File: config.mk
export PLATFORM = sky130hd
export DESIGN_NAME = odl_line_port
export DESIGN_NICKNAME = d
export VERILOG_FILES = /design/src/rtl/odl_pkg.sv /design/src/rtl/odl_in_filter.sv /design/src/rtl/odl_drive_hold.sv /design/src/rtl/odl_capture.sv /design/src/rtl/odl_line_port.sv
export SDC_FILE = /design/constraint.sdc
export NUM_CORES = 1
export LEC_CHECK = 0
export ABC_CLOCK_PERIOD_IN_PS = 1450
export BUFFER_PORTS_ARGS = -buffer_cell sky130_fd_sc_hd__buf_2
export CAP_MARGIN = 20
export CORE_AREA = 2 2 65 67
export CTS_BUF_LIST = sky130_fd_sc_hd__clkbuf_4
export DETAILED_ROUTE_END_ITERATION = 12
export DIE_AREA = 0 0 67 69
export PLACE_DENSITY = 0.7
export SLEW_MARGIN = 15
export SYNTH_ARGS = -nofsm -noshare
export SYNTH_HDL_FRONTEND = slang
export SYNTH_HIERARCHICAL = 1
export SYNTH_SLANG_ARGS = --single-unit
File: constraint.sdc
create_clock -name clk -period 1.45 [get_ports clk]
set_clock_uncertainty 0.1 [all_clocks]
set_input_delay 0.0725 -clock clk [delete_from_list [all_inputs] [get_ports clk]]
set_output_delay 0.0725 -clock clk [all_outputs]
set_load 0.05 [all_outputs]
File: src/rtl/odl_pkg.sv
package odl_pkg;

    // width of a counter that must hold values 0..n
    function automatic int cnt_w(input int n);
        return (n < 1) ? 1 : $clog2(n + 1);
    endfunction

    // per-bit view handed from the line logic to the capture logic
    typedef struct packed {
        logic seen_low;  // filtered wire is asserted (low)
        logic gate_open; // bit is neither driving nor in its echo tail
    } odl_obs_t;

endpackage

File: src/rtl/odl_in_filter.sv
module odl_in_filter
    import odl_pkg::*;
#(
    parameter int SYNC_STAGES = 2,
    parameter int FILT_CNT    = 4
) (
    input  logic clk,
    input  logic rst,
    input  logic raw_n,
    output logic filt_n
);
    localparam int CW = cnt_w(FILT_CNT - 1);
    localparam int SW = cnt_w(FILT_CNT);
    localparam logic [CW-1:0] LAST = CW'(FILT_CNT - 1);

    logic [SYNC_STAGES-1:0] sync_q;
    logic [CW-1:0]          run_q;
    logic                   sample;

    always_ff @(posedge clk) begin
        if (rst) sync_q <= '1;
        else     sync_q <= {sync_q[SYNC_STAGES-2:0], raw_n};
    end

    assign sample = sync_q[SYNC_STAGES-1];

    always_ff @(posedge clk) begin
        if (rst) begin
            run_q  <= '0;
            filt_n <= 1'b1;
        end else if (sample == filt_n) begin
            run_q <= '0;
        end else if (run_q == LAST) begin
            run_q  <= '0;
            filt_n <= sample;
        end else begin
            run_q <= run_q + 1'b1;
        end
    end

    // independent run-length tracker on the synchronized samples
    logic [SW-1:0] streak_q;
    logic          prev_q;
    always_ff @(posedge clk) begin
        if (rst) begin
            streak_q <= '0;
            prev_q   <= 1'b1;
        end else begin
            prev_q <= sample;
            if (sample != prev_q)              streak_q <= SW'(1);
            else if (streak_q != SW'(FILT_CNT)) streak_q <= streak_q + 1'b1;
        end
    end

    AST_FILT_RUN: assert property (@(posedge clk) disable iff (rst)
        $changed(filt_n) |-> (streak_q >= SW'(FILT_CNT)) && (prev_q == filt_n));

endmodule

File: src/rtl/odl_drive_hold.sv
module odl_drive_hold
    import odl_pkg::*;
#(
    parameter int HOLD_CYC  = 12,
    parameter int BLANK_CYC = 6
) (
    input  logic clk,
    input  logic rst,
    input  logic req,
    output logic oe,
    output logic gate_open
);
    localparam int HW = cnt_w(HOLD_CYC);
    localparam int BW = cnt_w(BLANK_CYC);

    logic [HW-1:0] hold_q;
    logic [BW-1:0] blank_q;

    always_ff @(posedge clk) begin
        if (rst)                hold_q <= '0;
        else if (req)           hold_q <= HW'(HOLD_CYC);
        else if (hold_q != '0)  hold_q <= hold_q - 1'b1;
    end

    // echo tail: the filtered copy of our own drive lags the wire
    always_ff @(posedge clk) begin
        if (rst)                 blank_q <= '0;
        else if (hold_q != '0)   blank_q <= BW'(BLANK_CYC);
        else if (blank_q != '0)  blank_q <= blank_q - 1'b1;
    end

    assign oe        = (hold_q != '0);
    assign gate_open = (hold_q == '0) && (blank_q == '0);

    // length of the current drive run, counted separately
    logic [HW-1:0] age_q;
    always_ff @(posedge clk) begin
        if (rst)                          age_q <= '0;
        else if (!oe)                     age_q <= '0;
        else if (age_q != HW'(HOLD_CYC))  age_q <= age_q + 1'b1;
    end

    AST_HOLD_MIN: assert property (@(posedge clk) disable iff (rst)
        $fell(oe) |-> age_q == HW'(HOLD_CYC));

    AST_REQ_DRIVES: assert property (@(posedge clk) disable iff (rst)
        req |=> oe);

endmodule

File: src/rtl/odl_capture.sv
module odl_capture
    import odl_pkg::*;
#(
    parameter int WIDTH   = 3,
    parameter int IRQ_CYC = 6
) (
    input  logic                clk,
    input  logic                rst,
    input  odl_obs_t            obs [WIDTH],
    input  logic [WIDTH-1:0]    clr,
    input  logic [WIDTH-1:0]    en,
    output logic [WIDTH-1:0]    flags,
    output logic                irq
);
    localparam int IW = cnt_w(IRQ_CYC);

    logic [WIDTH-1:0] set_v;
    logic             pend;
    logic [IW-1:0]    irq_q;

    for (genvar i = 0; i < WIDTH; i++) begin : g_bit
        assign set_v[i] = obs[i].seen_low && obs[i].gate_open;

        AST_STICKY: assert property (@(posedge clk) disable iff (rst)
            $fell(flags[i]) |-> $past(clr[i]));

        AST_SET_WINS: assert property (@(posedge clk) disable iff (rst)
            set_v[i] |=> flags[i]);
    end

    always_ff @(posedge clk) begin
        if (rst) flags <= '0;
        else     flags <= (flags & ~clr) | set_v;
    end

    assign pend = |(flags & en);

    always_ff @(posedge clk) begin
        if (rst)               irq_q <= '0;
        else if (pend)         irq_q <= IW'(IRQ_CYC);
        else if (irq_q != '0)  irq_q <= irq_q - 1'b1;
    end

    assign irq = (irq_q != '0);

    logic [IW-1:0] irq_age_q;
    always_ff @(posedge clk) begin
        if (rst)                             irq_age_q <= '0;
        else if (!irq)                       irq_age_q <= '0;
        else if (irq_age_q != IW'(IRQ_CYC))  irq_age_q <= irq_age_q + 1'b1;
    end

    AST_IRQ_MIN: assert property (@(posedge clk) disable iff (rst)
        $fell(irq) |-> irq_age_q == IW'(IRQ_CYC));

    AST_IRQ_RAISE: assert property (@(posedge clk) disable iff (rst)
        pend |=> irq);

endmodule

File: src/rtl/odl_line_port.sv
module odl_line_port
    import odl_pkg::*;
#(
    parameter int WIDTH       = 3,
    parameter int HOLD_CYC    = 12,
    parameter int FILT_CNT    = 4,
    parameter int SYNC_STAGES = 2,
    parameter int IRQ_CYC     = 6
) (
    input  logic             clk,
    input  logic             rst,
    input  logic [WIDTH-1:0] req_assert,
    input  logic [WIDTH-1:0] line_n,
    input  logic [WIDTH-1:0] clr_flags,
    input  logic [WIDTH-1:0] irq_enable,
    output logic [WIDTH-1:0] line_oe,
    output logic [WIDTH-1:0] line_out,
    output logic [WIDTH-1:0] flags,
    output logic             irq
);
    localparam int BLANK_CYC = SYNC_STAGES + FILT_CNT;

    odl_obs_t         obs [WIDTH];
    logic [WIDTH-1:0] filt_n;
    logic [WIDTH-1:0] gate_open;

    for (genvar i = 0; i < WIDTH; i++) begin : g_line
        odl_in_filter #(
            .SYNC_STAGES (SYNC_STAGES),
            .FILT_CNT    (FILT_CNT)
        ) u_filt (
            .clk    (clk),
            .rst    (rst),
            .raw_n  (line_n[i]),
            .filt_n (filt_n[i])
        );

        odl_drive_hold #(
            .HOLD_CYC  (HOLD_CYC),
            .BLANK_CYC (BLANK_CYC)
        ) u_hold (
            .clk       (clk),
            .rst       (rst),
            .req       (req_assert[i]),
            .oe        (line_oe[i]),
            .gate_open (gate_open[i])
        );

        assign obs[i].seen_low  = ~filt_n[i];
        assign obs[i].gate_open = gate_open[i];

        AST_NO_SELF_LOG: assert property (@(posedge clk) disable iff (rst)
            $rose(flags[i]) |-> !$past(line_oe[i]));
    end

    assign line_out = '0;

    odl_capture #(
        .WIDTH   (WIDTH),
        .IRQ_CYC (IRQ_CYC)
    ) u_cap (
        .clk   (clk),
        .rst   (rst),
        .obs   (obs),
        .clr   (clr_flags),
        .en    (irq_enable),
        .flags (flags),
        .irq   (irq)
    );

endmodule

==> run_results.csv, run 1 <==
group,metric,value,unit
status,outcome,"complete, but fails checks",
global_route,grt.total_usage,15.0,%
route,avgRoutedWirePerCell,10.6,um
layout,antennaDiodeCount,0,
pwr,cellLeakagePower,1.14,nW
route,drcViolationCount,0,
floorplanning,ios,24,
clocking,cts-root-buf,"clkbuf_4",
pwr,power_density,1090,nW/um^2
layout,drive_gt1_share,42.2,%
global_route,gr-usage-met1,16.8,%
clocking,clock_latency,340,ps
sta,drv_slew,0,
sta,hold_violations,0,
critical_path,worst_setup_path_start_kind,"flop",
logic_synthesis,yosysSeqAreaShare,44.6,%
clocking,cts_tree,"yes",
placement,port_buffers,20,
sta,fin_setup_tns,-380,ps
clocking,cts_inserted_buffers,5,
layout,area.growth.synth_to_final,37.7,%
critical_path,critPathLaunch,"u_cap/irq_q[0]$_SDFFE_PP0P_",
logic_synthesis,yosysWarnings,6,
floorplanning,start_util,48.1,%
logic_synthesis,synth_cell_types,29,
logic_synthesis,netlist_area,1880,um^2
sta,finalCriticalPeriod,1570,ps
global_route,grt_start_max_net_pins,30,
global_route,grt_overflow,0,
logic_synthesis,syn_inst,186,
sta,rsz0062_at_grt,"true",
layout,fin_cells,301,
floorplanning,dieHeight,69,um
sta,slew_headroom,65.0,%
global_route,antenna_found_initial,0,
global_route,top_usage_layer,"met2",
floorplanning,core,3910,um^2
critical_path,rr_startpoint,"u_cap/irq_q[1]$_SDFFE_PP0P_",
logic_synthesis,synthFlopType,"dfxtp_1",
layout,layout.nets,279,
route,dr.pass1.iters,4,
placement,hpwlAfterDp,1.99,mm
sta,finalSetupViolations,5,
route,drtIter0Drc,33,
sta,worstMarginPinSlew,524,ps
logic_synthesis,avgSynthCellArea,10.1,um^2
critical_path,required,1280,ps
floorplanning,die_w,67,um
sta,worst_slack,-121,ps
floorplanning,dieArea,4620,um^2
clocking,cts.sinks,42,
pwr,ir_worst_vdd,0.768,mV
placement,gp_congestion,0.661,
min_path,hold_path.class,"flop to flop",
logic_synthesis,async_flop_share,0,%
critical_path,crit_fanout,3,
critical_path,rrSetupSlack,-100,ps
logic_synthesis,ys_ff_latch,42,
clocking,clk_pin_slew,120,ps
global_route,grt_util_met2,26.5,%
placement,preCtsSetupSlack,1.96,ps
critical_path,cp_data_arrival_time,1400,ps
floorplanning,rows,23,
placement,dp.cells,260,
global_route,grt_use_met3,4.24,%
critical_path,worstSetupPathType,"flop to output pin",
min_path,hp-start,"g_line[2].u_filt/sync_q[0]$_SDFF_PP1_",
critical_path,endpoint_kind,"output pin",
status,violations,"negative setup slack",
clocking,cts_buffer_depth,2,
route,vias,1425,
route,avgViaCountPerCell,4.73,
route,routed_wl,3.18,mm
global_route,grt_pass1_vias,1372,
clocking,cts.htree.levels,2,
route,final_antenna_net_count,0,
pwr,totalPowerFinal,0.00283,W
sta,fin_crit_sh,108,%
flow_run,maxCapViolations,0,
sta,fmax,637,MHz
global_route,grt_pass1_wl,5.44,mm
logic_synthesis,synth_edf_count,0,
## metrics by stage
step	util [%]	hold WS [ps]	cell area (um^2)
finish	66.3	309	2590
global route	66.3	334	2590
CTS	64.6	310	2530
detailed placement	55.4	162	2170
global placement	55.4	158	2170
floorplan	-	29.4	1990
## Yosys cell counts, types with 3 or more instances
cell	count	area share, %
nor3b_4	3	3.0
a211o_2	3	1.6
a31oi_1	4	1.3
mux2_2	3	1.8
nor2_1	9	1.8
o21ai_0	4	1.1
dfxtp_1	42	45
buf_4	3	1.2
mux2i_1	7	3.7
inv_1	21	4.2
a2111oi_2	3	2.4
a21oi_1	13	3.5
and2_2	3	1.2
nand3b_1	3	1.2
inv_2	3	0.60
xor2_1	4	1.9
nor4b_2	3	2.4
nor2b_1	3	1.0
nor3_1	9	2.4
nand2b_1	3	1.0
ha_1	14	9.3
nand2_1	6	1.2
nor4_1	3	1.0
xnor2_1	6	2.8
or2_2	7	2.3
## final cells by class
cell class,instances,area [um^2]
inverter,24,100
fill,340,1320
clock buffer,5,37.5
clock inverter,2,10.0
timing repair buffer,59,492
sequential,42,851
multi-input combinational,119,1040
tap,50,62.6
## final timing paths
| check | to | cells past startpoint |
|---|---|---|
| worst min register to register | g_line[2].u_filt/sync_q[1]$_SDFF_PP1_ | 1 |
| worst max-delay path | irq | 6 |
| worst min-delay path | g_line[2].u_filt/sync_q[1]$_SDFF_PP1_ | 1 |
| worst max register to register | u_cap/irq_q[1]$_SDFFE_PP0P_ | 6 |
## routing by layer
| layer | part of all wire [%] | vias up |
|---|---|---|
| li1 | - | 752 |
| met1 | 45 | 649 |
| met2 | 51 | 22 |
| met3 | 3.3 | 2 |
| met4 | 0.60 | 0 |
| met5 | 0 | - |
## where the power goes
group          internal, W  switching (W)  leakage, nW
combinational     0.000528       0.000460        0.757
sequential         0.00125      0.0000675        0.349
clock             0.000175       0.000353       0.0308
total              0.00195       0.000880         1.14
## critical path, stage by stage, from the launching register on
cell and delay, ps:
dfxtp_2 340, or2_4 240, inv_2 70, ha_4 140
buf_6 110, inv_4 30, buf_8 130
## what timing repair did
item,CTS,global route
cloned,0,0
endpoints found under the setup margin,5,11
endpoints found under the hold margin,21,0
setup buffers,17,4
gates resized for setup,20,10
hold buffers,13,0
pin swaps,6,4
## flip-flops by register name (all words and copies together) (netlist names)
name,cells
g_line.u_filt/sync_q,6
g_line.u_hold/hold_q,12
u_cap/flags,3
g_line.u_filt/filt_n,3
u_cap/irq_q,3
g_line.u_filt/run_q,6
g_line.u_hold/blank_q,9
## kinds of logic (layout without fill, tap and decap cells)
logic type	count (synthesis)	in the layout	synth area share, %
and+or+nand+nor	54	54	19.4
DFF	42	42	44.6
AOI/OAI and AO/OA	28	28	10.4
buffers and inverters	27	90	5.98
adders and majority gates	14	14	9.30
xor gates and xnor gates	10	10	4.65
muxes	10	10	5.51
other	1	3	0.199
## layout by cell type (no fill, tap or decap), drive strengths merged, types with 4 or more instances in the layout
master       Yosys  routed
xor2             4       4
nand2            6       6
inv             24      24
dlygate4sd3      0      13
a31oi            4       4
ha              14      14
dfxtp           42      42
clkbuf           0       5
nor3b            4       4
a21oi           13      13
nor2             9       9
xnor2            6       6
o21ai            4       4
or2              7       7
nor3             9       9
mux2i            7       7
buf              3      46
Note: power is estimated with default switching activity, not from simulation.
==> run 2, diff against run 1 <==
--- a/config.mk
+++ b/config.mk
@@ -12,7 +12,8 @@
 export CTS_BUF_LIST = sky130_fd_sc_hd__clkbuf_4
 export DETAILED_ROUTE_END_ITERATION = 12
 export DIE_AREA = 0 0 67 69
-export PLACE_DENSITY = 0.7
+export PLACE_DENSITY = 0.71
+export REMOVE_ABC_BUFFERS = 1
 export SLEW_MARGIN = 15
 export SYNTH_ARGS = -nofsm -noshare
 export SYNTH_HDL_FRONTEND = slang
==> run 2 against run 1 <==
Net effect:
- the flow still finishes with violations (negative setup slack)
- sequential cell count stayed put
- total power grew 9.4%
- hold slack got worse by 64 ps
- largest power group unchanged
- sequential power is essentially flat
- largest cell class unchanged
- critical path type unchanged
- sequential share of layout area is 1.1 points lower
==> run_results.csv, run 2 (synthesis gave the netlist of run 1 again) <==
group,metric,value,unit
status,outcome,"complete, but fails checks",
status,violations,"negative setup slack",
flow_run,maxCapViolations,0,
floorplanning,rows,23,
route,routed_wl,3.44,mm
floorplanning,core,3910,um^2
pwr,seqPwrFrac,42.6,%
critical_path,crit_fanout,2,
sta,worst_slack,-130,ps
layout,largest_reg_flops,12,
critical_path,rrSetupSlack,0,ps
min_path,min_path_cells,2,
clocking,cts_inserted_buffers,5,
route,final_antenna_net_count,0,
clocking,clk_pin_slew,120,ps
critical_path,rr_startpoint,"g_line[0].u_hold/hold_q[0]$_SDFFE_PP0P_",
route,routed-wl-met2,1.78,mm
critical_path,r2r-end,"g_line[0].u_hold/hold_q[1]$_SDFFE_PP0P_",
critical_path,required,1280,ps
layout,antennaDiodeCount,0,
sta,finalCriticalPeriod,1580,ps
route,avgViaCountPerCell,4.82,
layout,seqCellArea,851,um^2
global_route,grt.total_usage,15.4,%
layout,fill_cells,312,
global_route,grt_start_max_net_pins,43,
critical_path,cp_data_arrival_time,1410,ps
pwr,switching_power,0.000926,W
floorplanning,start_util,48.1,%
pwr,clkPwrFrac,23.6,%
clocking,cts.htree.levels,2,
min_path,worstHoldEndpoint,"g_line[0].u_hold/blank_q[2]$_SDFFE_PP0N_",
pwr,ir_worst_vdd,0.869,mV
layout,layout.nets,282,
route,avgRoutedWirePerCell,11.3,um
pwr,combPwrFrac,33.8,%
pwr,p_int,0.00217,W
floorplanning,ios,24,
placement,port_buffers,20,
critical_path,critPathLaunch,"g_line[0].u_hold/hold_q[0]$_SDFFE_PP0P_",
layout,final_cell_mix,"34 x dfxtp_1, 21 x buf_4, 16 x buf_2",
route,wl_met1,1.50,mm
critical_path,worstSetupPathType,"flop to output pin",
critical_path,endpoint_kind,"output pin",
sta,slew_headroom,41.5,%
clocking,cts.sinks,42,
critical_path,cpPeakStageDelay,340,ps
layout,fin_cells,305,
global_route,antenna_found_initial,0,
route,top_layer_used,"met4",
critical_path,slowest_stage,"dfxtp_2",
clocking,cts_tree,"yes",
route,drcViolationCount,0,
critical_path,worst_setup_path_start_kind,"flop",
layout,top_regs,"g_line.u_hold/hold_q: 12 flops, g_line.u_hold/blank_q: 9 flops",
layout,area.growth.synth_to_final,42.7,%
min_path,hold_path.class,"input port to flop",
critical_path,critical_path_buf_inv_count,4,
pwr,sw_frac_of_total,29.9,%
floorplanning,dieHeight,69,um
sta,fin_setup_tns,-382,ps
placement,hpwlAfterDp,2.01,mm
sta,fin_crit_sh,109,%
critical_path,ff2ff_path_depth,6,
layout,multi_input_area,1090,um^2
global_route,grt_pass1_wl,5.66,mm
layout,drive_gt1_share,47.1,%
global_route,grt_pass1_vias,1414,
sta,drv_slew,0,
pwr,totalPowerFinal,0.00310,W
sta,rsz0062_at_grt,"true",
floorplanning,dieArea,4620,um^2
placement,dp.cells,266,
clocking,cts_buffer_depth,2,
global_route,grt_overflow,0,
pwr,cellLeakagePower,1.19,nW
route,vias,1470,
sta,hold_slack,246,ps
sta,finalSetupViolations,5,
critical_path,path_depth,6,
layout,final_common_cell,"dfxtp_1",
pwr,power_density,1150,nW/um^2
placement,gp_congestion,0.656,
clocking,clock_latency,350,ps
route,route.met3.wl,125,um
floorplanning,die_w,67,um
sta,hold_violations,0,
route,drtIter0Drc,57,
sta,fmax,633,MHz
layout,top_register,"g_line.u_hold/hold_q",
clocking,cts-root-buf,"clkbuf_4",
sta,worstMarginPinSlew,878,ps
critical_path,cp_top_family,"buffers and inverters",
placement,preCtsSetupSlack,-16.8,ps
critical_path,cp_cell_sequence,"inv_2, ha_4, nor3b_4, inv_2, buf_6, buf_8",
min_path,hp-start,"rst",
critical_path,crit_top_cell,"inv_2",
route,dr.pass1.iters,4,
-- run 2: per-stage QoR --
step           cell area, um^2  util (%)
2_1_floorplan             1870         -
3_3_place_gp              2110      54.0
3_5_place_dp              2110      54.0
4_1_cts                   2550      65.3
5_1_grt                   2690      68.7
6_report                  2690      68.7
-- run 2: worst max path at each step --
stage / slack [ps] / endpoint
2_1_floorplan: -110 / g_line[0].u_hold/hold_q[1]$_SDFFE_PP0P_
3_3_place_gp: 30 / u_cap/irq_q[1]$_SDFFE_PP0P_
3_5_place_dp: -20 / u_cap/irq_q[1]$_SDFFE_PP0P_
4_1_cts: -120 / line_oe[0]
5_1_grt: -190 / line_oe[0]
6_report: -130 / line_oe[0]
-- run 2: routing by layer --
metal	vias up	track usage, %
li1	763	-
met1	675	17.8
met2	26	27.2
met3	6	3.92
met4	0	4.76
met5	-	0
-- run 2: timing repair --
item                                    in CTS  in global routing
pin swaps                                    7                  9
buffers inserted                            15                  7
resized for setup                           42                 24
endpoints found under the hold margin       21                  0
endpoints found under the setup margin       9                 17
gates cloned                                 0                  0
hold buffers                                12                  0
-- run 2: area by class of cell --
class,instances,share of cell area (%)
sequential,42,31.6
multi-input combinational,119,40.4
clock inverter,3,1.49
inverter,24,3.44
timing repair buffer,62,19.3
clock buffer,5,1.40
tap,50,2.33
-- run 2: power by group through the flow --
stage	sequential, W	combinational (W)	clock, W
after global routing	0.00133	0.00114	0.000786
after CTS	0.00132	0.000920	0.000761
after global placement	0.00133	0.000665	0
after detailed placement	0.00134	0.000676	0
final	0.00132	0.00105	0.000730
after floorplan	0.00133	0.000487	0
